$ cat src/rtl/isa_win_pkg.sv
package isa_win_pkg;

    typedef enum logic [1:0] {
        SZ_BYTE = 2'd0,
        SZ_HALF = 2'd1,
        SZ_WORD = 2'd2,
        SZ_WIDE = 2'd3
    } acc_size_e;

endpackage

$ cat src/rtl/isa_win_decode.sv
module isa_win_decode #(
    parameter int                ADDR_W   = 32,
    parameter int                WIN_LOG2 = 23,
    parameter logic [ADDR_W-1:0] WIN_BASE = 32'h8000_0000
) (
    input  logic [ADDR_W-1:0]   addr,
    output logic                in_win,
    output logic [WIN_LOG2-1:0] offset
);
    localparam int TAG_W = ADDR_W - WIN_LOG2;
    localparam logic [TAG_W-1:0] BASE_TAG = WIN_BASE[ADDR_W-1:WIN_LOG2];

    // base is window-aligned, so the offset is the low address bits
    always_comb begin
        in_win = (addr[ADDR_W-1:WIN_LOG2] == BASE_TAG);
        offset = addr[WIN_LOG2-1:0];
    end
endmodule

$ cat src/rtl/isa_win_addr_map.sv
module isa_win_addr_map #(
    parameter int WIN_LOG2   = 23,
    parameter int PORT_W     = 16,
    parameter int PAGE_SHIFT = 12,
    parameter int LOW_BITS   = 5
) (
    input  logic [WIN_LOG2-1:0] offset,
    input  logic                sparse,
    output logic [PORT_W-1:0]   port
);
    localparam int PAGE_BITS = WIN_LOG2 - PAGE_SHIFT;
    localparam int SPARSE_W  = PAGE_BITS + LOW_BITS;

    logic [SPARSE_W-1:0] packed_addr;
    logic [PORT_W-1:0]   sparse_port;
    logic [PORT_W-1:0]   dense_port;

    // page number slides down to sit directly above the in-page offset
    assign packed_addr = {offset[WIN_LOG2-1:PAGE_SHIFT], offset[LOW_BITS-1:0]};
    assign dense_port  = offset[PORT_W-1:0];

    generate
        if (SPARSE_W >= PORT_W) begin : g_trunc
            assign sparse_port = packed_addr[PORT_W-1:0];
        end else begin : g_extend
            assign sparse_port = {{(PORT_W-SPARSE_W){1'b0}}, packed_addr};
        end
    endgenerate

    assign port = sparse ? sparse_port : dense_port;
endmodule

$ cat src/rtl/isa_win_lane_swap.sv
module isa_win_lane_swap
    import isa_win_pkg::*;
#(
    parameter int LANES  = 4,
    parameter int LANE_W = 8
) (
    input  logic [LANES*LANE_W-1:0] din,
    input  acc_size_e               size,
    output logic [LANES*LANE_W-1:0] dout
);
    localparam int HALF_N = (LANES < 2) ? LANES : 2;

    logic [LANES-1:0][LANE_W-1:0] din_l;
    logic [LANES-1:0][LANE_W-1:0] dout_l;

    assign din_l = din;
    assign dout  = dout_l;

    generate
        for (genvar g = 0; g < LANES; g++) begin : g_lane
            if (g < HALF_N) begin : g_low
                assign dout_l[g] = (size == SZ_BYTE) ? ((g == 0) ? din_l[0] : '0)
                                 : (size == SZ_HALF) ? din_l[HALF_N-1-g]
                                 : din_l[LANES-1-g];
            end else begin : g_high
                assign dout_l[g] = (size == SZ_BYTE || size == SZ_HALF) ? '0
                                 : din_l[LANES-1-g];
            end
        end
    endgenerate
endmodule

$ cat src/rtl/isa_io_window.sv
module isa_io_window
    import isa_win_pkg::*;
#(
    parameter int                ADDR_W     = 32,
    parameter int                DATA_W     = 32,
    parameter int                WIN_LOG2   = 23,
    parameter logic [ADDR_W-1:0] WIN_BASE   = 32'h8000_0000,
    parameter int                PORT_W     = 16,
    parameter int                PAGE_SHIFT = 12,
    parameter int                LOW_BITS   = 5
) (
    input  logic              clk,
    input  logic              rst_n,
    input  logic              req_valid,
    input  logic              req_write,
    input  logic [1:0]        req_size,
    input  logic [ADDR_W-1:0] req_addr,
    input  logic [DATA_W-1:0] req_wdata,
    input  logic              cfg_we,
    input  logic              cfg_sparse,
    input  logic              isa_rvalid,
    input  logic [DATA_W-1:0] isa_rdata,
    output logic              acc_valid,
    output logic              acc_hit,
    output logic              io_valid,
    output logic              io_write,
    output logic [1:0]        io_size,
    output logic [PORT_W-1:0] io_addr,
    output logic [DATA_W-1:0] io_wdata,
    output logic              cpu_rvalid,
    output logic [DATA_W-1:0] cpu_rdata,
    output logic              map_mode
);
    localparam int LANE_W = 8;
    localparam int LANES  = DATA_W / LANE_W;

    typedef struct packed {
        logic              acc_valid;
        logic              acc_hit;
        logic              io_valid;
        logic              io_write;
        logic [1:0]        io_size;
        logic [PORT_W-1:0] io_addr;
        logic [DATA_W-1:0] io_wdata;
        logic              cpu_rvalid;
        logic [DATA_W-1:0] cpu_rdata;
        logic              mode;
        logic [1:0]        rd_size;
    } state_t;

    state_t st_d, st_q;

    logic                in_win;
    logic [WIN_LOG2-1:0] win_off;
    logic [PORT_W-1:0]   port_c;
    logic [DATA_W-1:0]   wswap_c;
    logic [DATA_W-1:0]   rswap_c;

    isa_win_decode #(
        .ADDR_W  (ADDR_W),
        .WIN_LOG2(WIN_LOG2),
        .WIN_BASE(WIN_BASE)
    ) u_decode (
        .addr  (req_addr),
        .in_win(in_win),
        .offset(win_off)
    );

    isa_win_addr_map #(
        .WIN_LOG2  (WIN_LOG2),
        .PORT_W    (PORT_W),
        .PAGE_SHIFT(PAGE_SHIFT),
        .LOW_BITS  (LOW_BITS)
    ) u_map (
        .offset(win_off),
        .sparse(st_q.mode),
        .port  (port_c)
    );

    isa_win_lane_swap #(
        .LANES (LANES),
        .LANE_W(LANE_W)
    ) u_wswap (
        .din (req_wdata),
        .size(acc_size_e'(req_size)),
        .dout(wswap_c)
    );

    isa_win_lane_swap #(
        .LANES (LANES),
        .LANE_W(LANE_W)
    ) u_rswap (
        .din (isa_rdata),
        .size(acc_size_e'(st_q.rd_size)),
        .dout(rswap_c)
    );

    always_comb begin
        st_d           = st_q;
        st_d.acc_valid = req_valid;
        st_d.acc_hit   = req_valid && in_win;
        st_d.io_valid  = req_valid && in_win;
        if (req_valid) begin
            st_d.io_write = req_write;
            st_d.io_size  = req_size;
            st_d.io_addr  = port_c;
            st_d.io_wdata = wswap_c;
        end
        if (req_valid && in_win && !req_write) begin
            st_d.rd_size = req_size;
        end
        if (cfg_we) begin
            st_d.mode = cfg_sparse;
        end
        st_d.cpu_rvalid = isa_rvalid;
        st_d.cpu_rdata  = isa_rvalid ? rswap_c : '0;
    end

    always_ff @(posedge clk) begin
        if (!rst_n) begin
            st_q <= '0;
        end else begin
            st_q <= st_d;
        end
    end

    assign acc_valid  = st_q.acc_valid;
    assign acc_hit    = st_q.acc_hit;
    assign io_valid   = st_q.io_valid;
    assign io_write   = st_q.io_write;
    assign io_size    = st_q.io_size;
    assign io_addr    = st_q.io_addr;
    assign io_wdata   = st_q.io_wdata;
    assign cpu_rvalid = st_q.cpu_rvalid;
    assign cpu_rdata  = st_q.cpu_rdata;
    assign map_mode   = st_q.mode;
endmodule

$ cat config.mk
export PLATFORM = sky130hd
export DESIGN_NAME = isa_io_window
export DESIGN_NICKNAME = d
export VERILOG_FILES = /design/src/rtl/isa_win_pkg.sv /design/src/rtl/isa_win_decode.sv /design/src/rtl/isa_win_addr_map.sv /design/src/rtl/isa_win_lane_swap.sv /design/src/rtl/isa_io_window.sv
export SDC_FILE = /design/constraint.sdc
export NUM_CORES = 1
export LEC_CHECK = 0
export ABC_AREA = 0
export BUFFER_PORTS_ARGS = -buffer_cell sky130_fd_sc_hd__buf_2
export CAP_MARGIN = 10
export CORE_MARGIN = 5
export CORE_UTILIZATION = 25
export DETAILED_ROUTE_END_ITERATION = 7
export GPL_TIMING_DRIVEN = 0
export PLACE_DENSITY = 0.48
export SETUP_SLACK_MARGIN = 0.02
export SLEW_MARGIN = 30
export SYNTH_ARGS = -nofsm -noshare
export SYNTH_HDL_FRONTEND = slang
export SYNTH_SLANG_ARGS = --single-unit
$ cat constraint.sdc
create_clock -name clk -period 1.3 [get_ports clk]
set_input_delay 0.065 -clock clk [delete_from_list [all_inputs] [get_ports clk]]
set_output_delay 0.065 -clock clk [all_outputs]
set_load 0.005 [all_outputs]
### Word-level counts from Yosys, hierarchy flattened

Index checks and enable logic that the tools add are counted.

| word-level totals | value |
|---|---|
| flip-flop bits (word level) | 89 |
| bits of input ports | 105 |
| output and inout bits | 88 |
| logic and storage cells | 37 |

| cells by class | value |
|---|---|
| eq/ne operators | 3 |
| muxes and demuxes | 10 |
| bitwise operators | 2 |
| reduce and logical (&&, ||, !) cells | 10 |

Operators with widths:

| kind | number |
|---|---|
| $mux W8 | 9 |
| $mux W16 | 1 |
| $eq A9 B9 Y1 const B | 1 |
| $reduce_or A3 Y1 | 2 |
| $eq A2 B1 Y1 const B | 2 |
| $logic_not A2 Y1 | 2 |
| $logic_and A1 B1 Y1 | 2 |
| $logic_or A1 B1 Y1 | 2 |
| $not A1 Y1 | 2 |
| $reduce_and A2 Y1 | 1 |
| $logic_not A1 Y1 | 1 |

### Longest topological paths before layout

| depth | value |
|---|---|
| word-level depth | 3 |
| depth in mapped cells | 6 |
| depth with buffers taken out | 3 |

### Modules after synthesis

From an unflattened synthesis, not the netlist that was laid out.

| unflattened totals | value |
|---|---|
| cells, all modules | 512 |
| area total of the unflattened synthesis | 4,914.7 um^2 |

Modules (own cells, without submodules):

| module | times used | cells an instance | area an instance (um^2) | sequential area each (um^2) |
|---|---|---|---|---|
| isa_io_window | 1 | 337 | 3,677.3 | 1,781.7 |
| isa_win_lane_swap | 2 | 66 | 412.9 | 0.0 |
| isa_win_addr_map | 1 | 17 | 210.2 | 0.0 |
| isa_win_decode | 1 | 26 | 201.4 | 0.0 |

### Least setup slack after synthesis

No wires, ideal clock.

| timing path | value |
|---|---|
| kind | register to register |
| from | reg st_q (netlist bit map_mode) |
| to | reg st_q (netlist bit io_addr[10]) |
| library setup time | 0.116 ns |
| data arrival time | 1.007 ns |
| data required time | 1.184 ns |
| setup slack | 0.177 ns |
| stages on the path, launching flop included | 5 |
| buffers on the path | 1 |
| period minus slack after synthesis | 1.123 ns |
| path through | dfxtp_1 buf_2 mux2i_1 nand2_1 o211a_1 |

| between the ends | value |
|---|---|
| longest elaborated chain between the ends | 1 |

Ends and longest elaborated chain:

| element | RTL line | text |
|---|---|---|
| start: declaration | isa_io_window.sv:51 | `state_t st_d, st_q;` |
| start signal: assignment | isa_io_window.sv:123 | `st_q <= st_d;` |
| $mux W16 | isa_win_addr_map.sv:30 | `assign port = sparse ? sparse_port : dense_port;` |

Every way passes these cells.
A chain may end at the register's enable or synchronous reset.

### Worst setup path after layout

| timing path | value |
|---|---|
| from | reg st_q[0] (netlist bit) |
| to | reg st_q (netlist bit cpu_rdata[6]) |

| between the ends | value |
|---|---|
| longest elaborated chain between the ends | 3 |
| elaborated cells between the ends (all ways) | 4 |
| those cells by class | eq/ne (1); mux (2); reduce/logical (1) |

Ends and longest elaborated chain:

| element | RTL line | text |
|---|---|---|
| $eq A2 B1 Y1 | isa_win_lane_swap.sv:23 | `: (size == SZ_HALF) ? din_l[HALF_N-1-g]` |
| $mux W8 | isa_win_lane_swap.sv:23 |  |
| $mux W8 (*) | isa_win_lane_swap.sv:22 | `assign dout_l[g] = (size == SZ_BYTE) ? ((g == 0) ? din_l[0] : '0)` |

Every way passes the cells marked *; elsewhere a longest branch is shown, timed or not.

==> results.md <==
- Drt first pass iters: 4
- Largest net degree at the start of global routing: 17
- Final Setup Violations: 0
- Worst Path Required: 1510 ps
- Via count: 3691
- Gr busiest metal: met2
- Post-synthesis area per instance: 10.0 um2
- WL per Instance: 15.1 um
- Layout cells sized above 1: 0.486
- Post-synth EDFFs: 0
- Die height: 138 um
- Hold WC Path Type: input port to flip-flop
- ANT nets after route: 0
- # Max-Cap Violations: 0
- Clock Latency Late Sink: 340 ps
- Crit path arrival time: 1440 ps
- Worst vdd ir: 0.522 mV
- Residual DRC: 0
- Max_slew headroom: 0.565
- M2 GR Usage: 0.234
- Rows: 46
- Distinct cell type count after synthesis: 23
- Crit-path max FO: 10
- Total GRT Usage: 0.140
- Syn nets: 512
- Worst Skew: 5.31 ps
- First-pass GRT wire length: 20300 um
- Hold WS: 24.3 ps
- Num CTS Buffers: 9
- DP Worst Slack: -88.5 ps
- Core area: 15900 um2
- Post-synth top area cell: dfxtp_1
- Area contributors post-synth: dfxtp_1 (44%), buf_4 (15%), mux2i_1 (9.1%)
- Vias/cell: 4.15
- CTS tree: yes
- Hold path depth: 3
- FMAX: 0.813 GHz
- IO buf count: 191
- Worst hold endpoint: io_wdata[2]
- Leakage power: 3.21 nW
- CP Capture Type: flip-flop
- Seq cells post-synth: 89
- Global placement routability congestion: 0.798
- Period utilisation layout: 0.947
- Clock sink count: 89
- Worst setup margin: 69.4 ps
- Final Critical Period: 1230 ps
- Cells after synthesis: 407
- Cell area after synthesis: 4080 um2
- # IOs: 193
- Vias in the first global route: 3891
- Synth cell count leaders: dfxtp_1 (89), buf_4 (83), mux2i_1 (37), nor2b_1 (27), a22oi_1 (24)
- Final Hold Viols: 0
- Die X: 138 um
- Post-synth top area share: 0.437
- Worst slew pin tran: 650 ps
- Initial Utilization: 0.256
- CTS max path bufs: 2
- Hpwl dp: 10100 um
- Post-CTS setup buffer count: 0
- Clock transition at the registers of the reported paths: 70 ps
- CP startpoint kind: flip-flop
- Sequential fraction of the synthesis area: 0.437
- Final WL: 13400 um
- YS warnings: 0
- Status: complete, no violations
- R2R cell count: 4
- Area delta synth->final: 52.9%
- Unrepaired setup endpoints after global routing: no
- Inserted Diodes: 0
- Initial drt markers: 128
- Reg-to-reg endpoint: cpu_rdata[6]
- Async set-or-reset flop fraction in the synthesized netlist: 0
- R2r setup slk: 70 ps
- Slew Limit Fails: 0
- Reg-to-Reg Start: st_q[0]
- Htree depth: 3
- HP Start: req_wdata[26]
- Initial antenna violation count: 2
- Die Area: 19000 um2
- Power Density: 1080 nW/um2
- Met3 track demand over resource: 0.0435
- Most common cell in the netlist: dfxtp_1
- Main synth FF type: dfxtp_1
- Placed insts: 814
- Nets: 773
- Post-Layout Cell Count: 889
- Met1 Usage GRT: 0.175
- Clock Tree Root: clkbuf_16
- GRT overflow: 0
- Critical path class: flip-flop to flip-flop
==> worst max-delay path by stage <==
stage | start | end | slack [ps] | cells past startpoint
after detailed placement | req_size[0] | io_wdata[11] | -90 | 4
after global placement | req_size[0] | io_wdata[13] | -50 | 4
after global routing | st_q[0] | cpu_rdata[6] | 20 | 4
final | st_q[0] | cpu_rdata[6] | 70 | 4
after CTS | st_q[0] | cpu_rdata[6] | 30 | 4
after floorplan | map_mode | io_addr[10] | 180 | 4
==> report_power, final <==
group / leakage, nW / switching, W / internal, W
sequential: 0.728 / 0.0000544 / 0.00283
combinational: 2.32 / 0.000394 / 0.000588
clock: 0.161 / 0.00114 / 0.00171
==> logic make-up (layout without fill, tap and decap cells) <==
family	count (synthesis)	count (layout)	synth area share
buffers and inverters	114	380	0.192
multiplexers	53	53	0.135
AND/OR/NAND/NOR	91	91	0.120
flip-flops	89	89	0.437
AO/OA/AOI/OAI	60	60	0.117
==> critical path, cell delays in order, from the launching register on <==
cell	delay (ps)
dfxtp_1	310
buf_4	180
mux2_2	360
mux2i_1	190
nor2_1	70
==> cells in the final DEF, fill, tap and decap left out <==
cell type / instances
nor2_1: 16
inv_6: 3
buf_6: 4
buf_1: 1
bufinv_16: 2
clkbuf_1: 8
nor2b_1: 27
nand3_1: 8
dlygate4sd3_1: 59
nor4_1: 3
dfxtp_1: 89
nor3b_2: 1
mux2i_1: 37
clkinv_4: 1
mux2_2: 16
and4_1: 1
clkinv_2: 1
buf_4: 85
a21oi_1: 1
inv_1: 3
clkbuf_2: 1
and2_4: 1
nand2_1: 17
o211a_1: 11
buf_2: 203
and3_1: 17
o21ai_0: 8
clkbuf_16: 9
a22oi_1: 24
a22o_1: 16
==> per-layer routing <==
metal / vias up / share of wire
met2: 122 / 0.47
met1: 1707 / 0.44
li1: 1842 / -
met3: 16 / 0.075
met5: - / 0.0010
met4: 4 / 0.011
==> state kept, by name (all words and copies together), names as in the netlist <==
name	cells
acc_valid	1
cpu_rdata	32
cpu_rvalid	1
io_addr	16
io_size	2
io_valid	1
io_wdata	32
io_write	1
map_mode	1
st_q	2
==> metrics by stage <==
stage | cell area (um2) | power [W] | util | TNS, ps
final | 6230 | 0.00672 | 0.391 | 0
after global routing | 6230 | 0.00706 | 0.391 | 0
after CTS | 6220 | 0.00686 | 0.390 | 0
after detailed placement | 5300 | 0.00380 | 0.333 | -622
after global placement | 5300 | 0.00379 | 0.333 | -352
after floorplan | 4080 | 0.00340 | - | 0
==> area by class of cell <==
cell class	instances	area, um2
inverters	3	11.3
clock buffers	9	225
clock inverters	7	100
fillers	1640	9710
multi-input cells	204	1510
flip-flops and latches	89	1780
plain buffers	111	782
repair buffers	250	1550
well taps	216	270
==> timing repair <==
| action | CTS | global route |
|---|---|---|
| gates resized for setup | 1 | 7 |
| setup endpoints to repair | 1 | 34 |
| endpoints found under the hold margin | 58 | 0 |
| hold buffers | 59 | 0 |
Note: power is estimated with default switching activity, not from simulation.
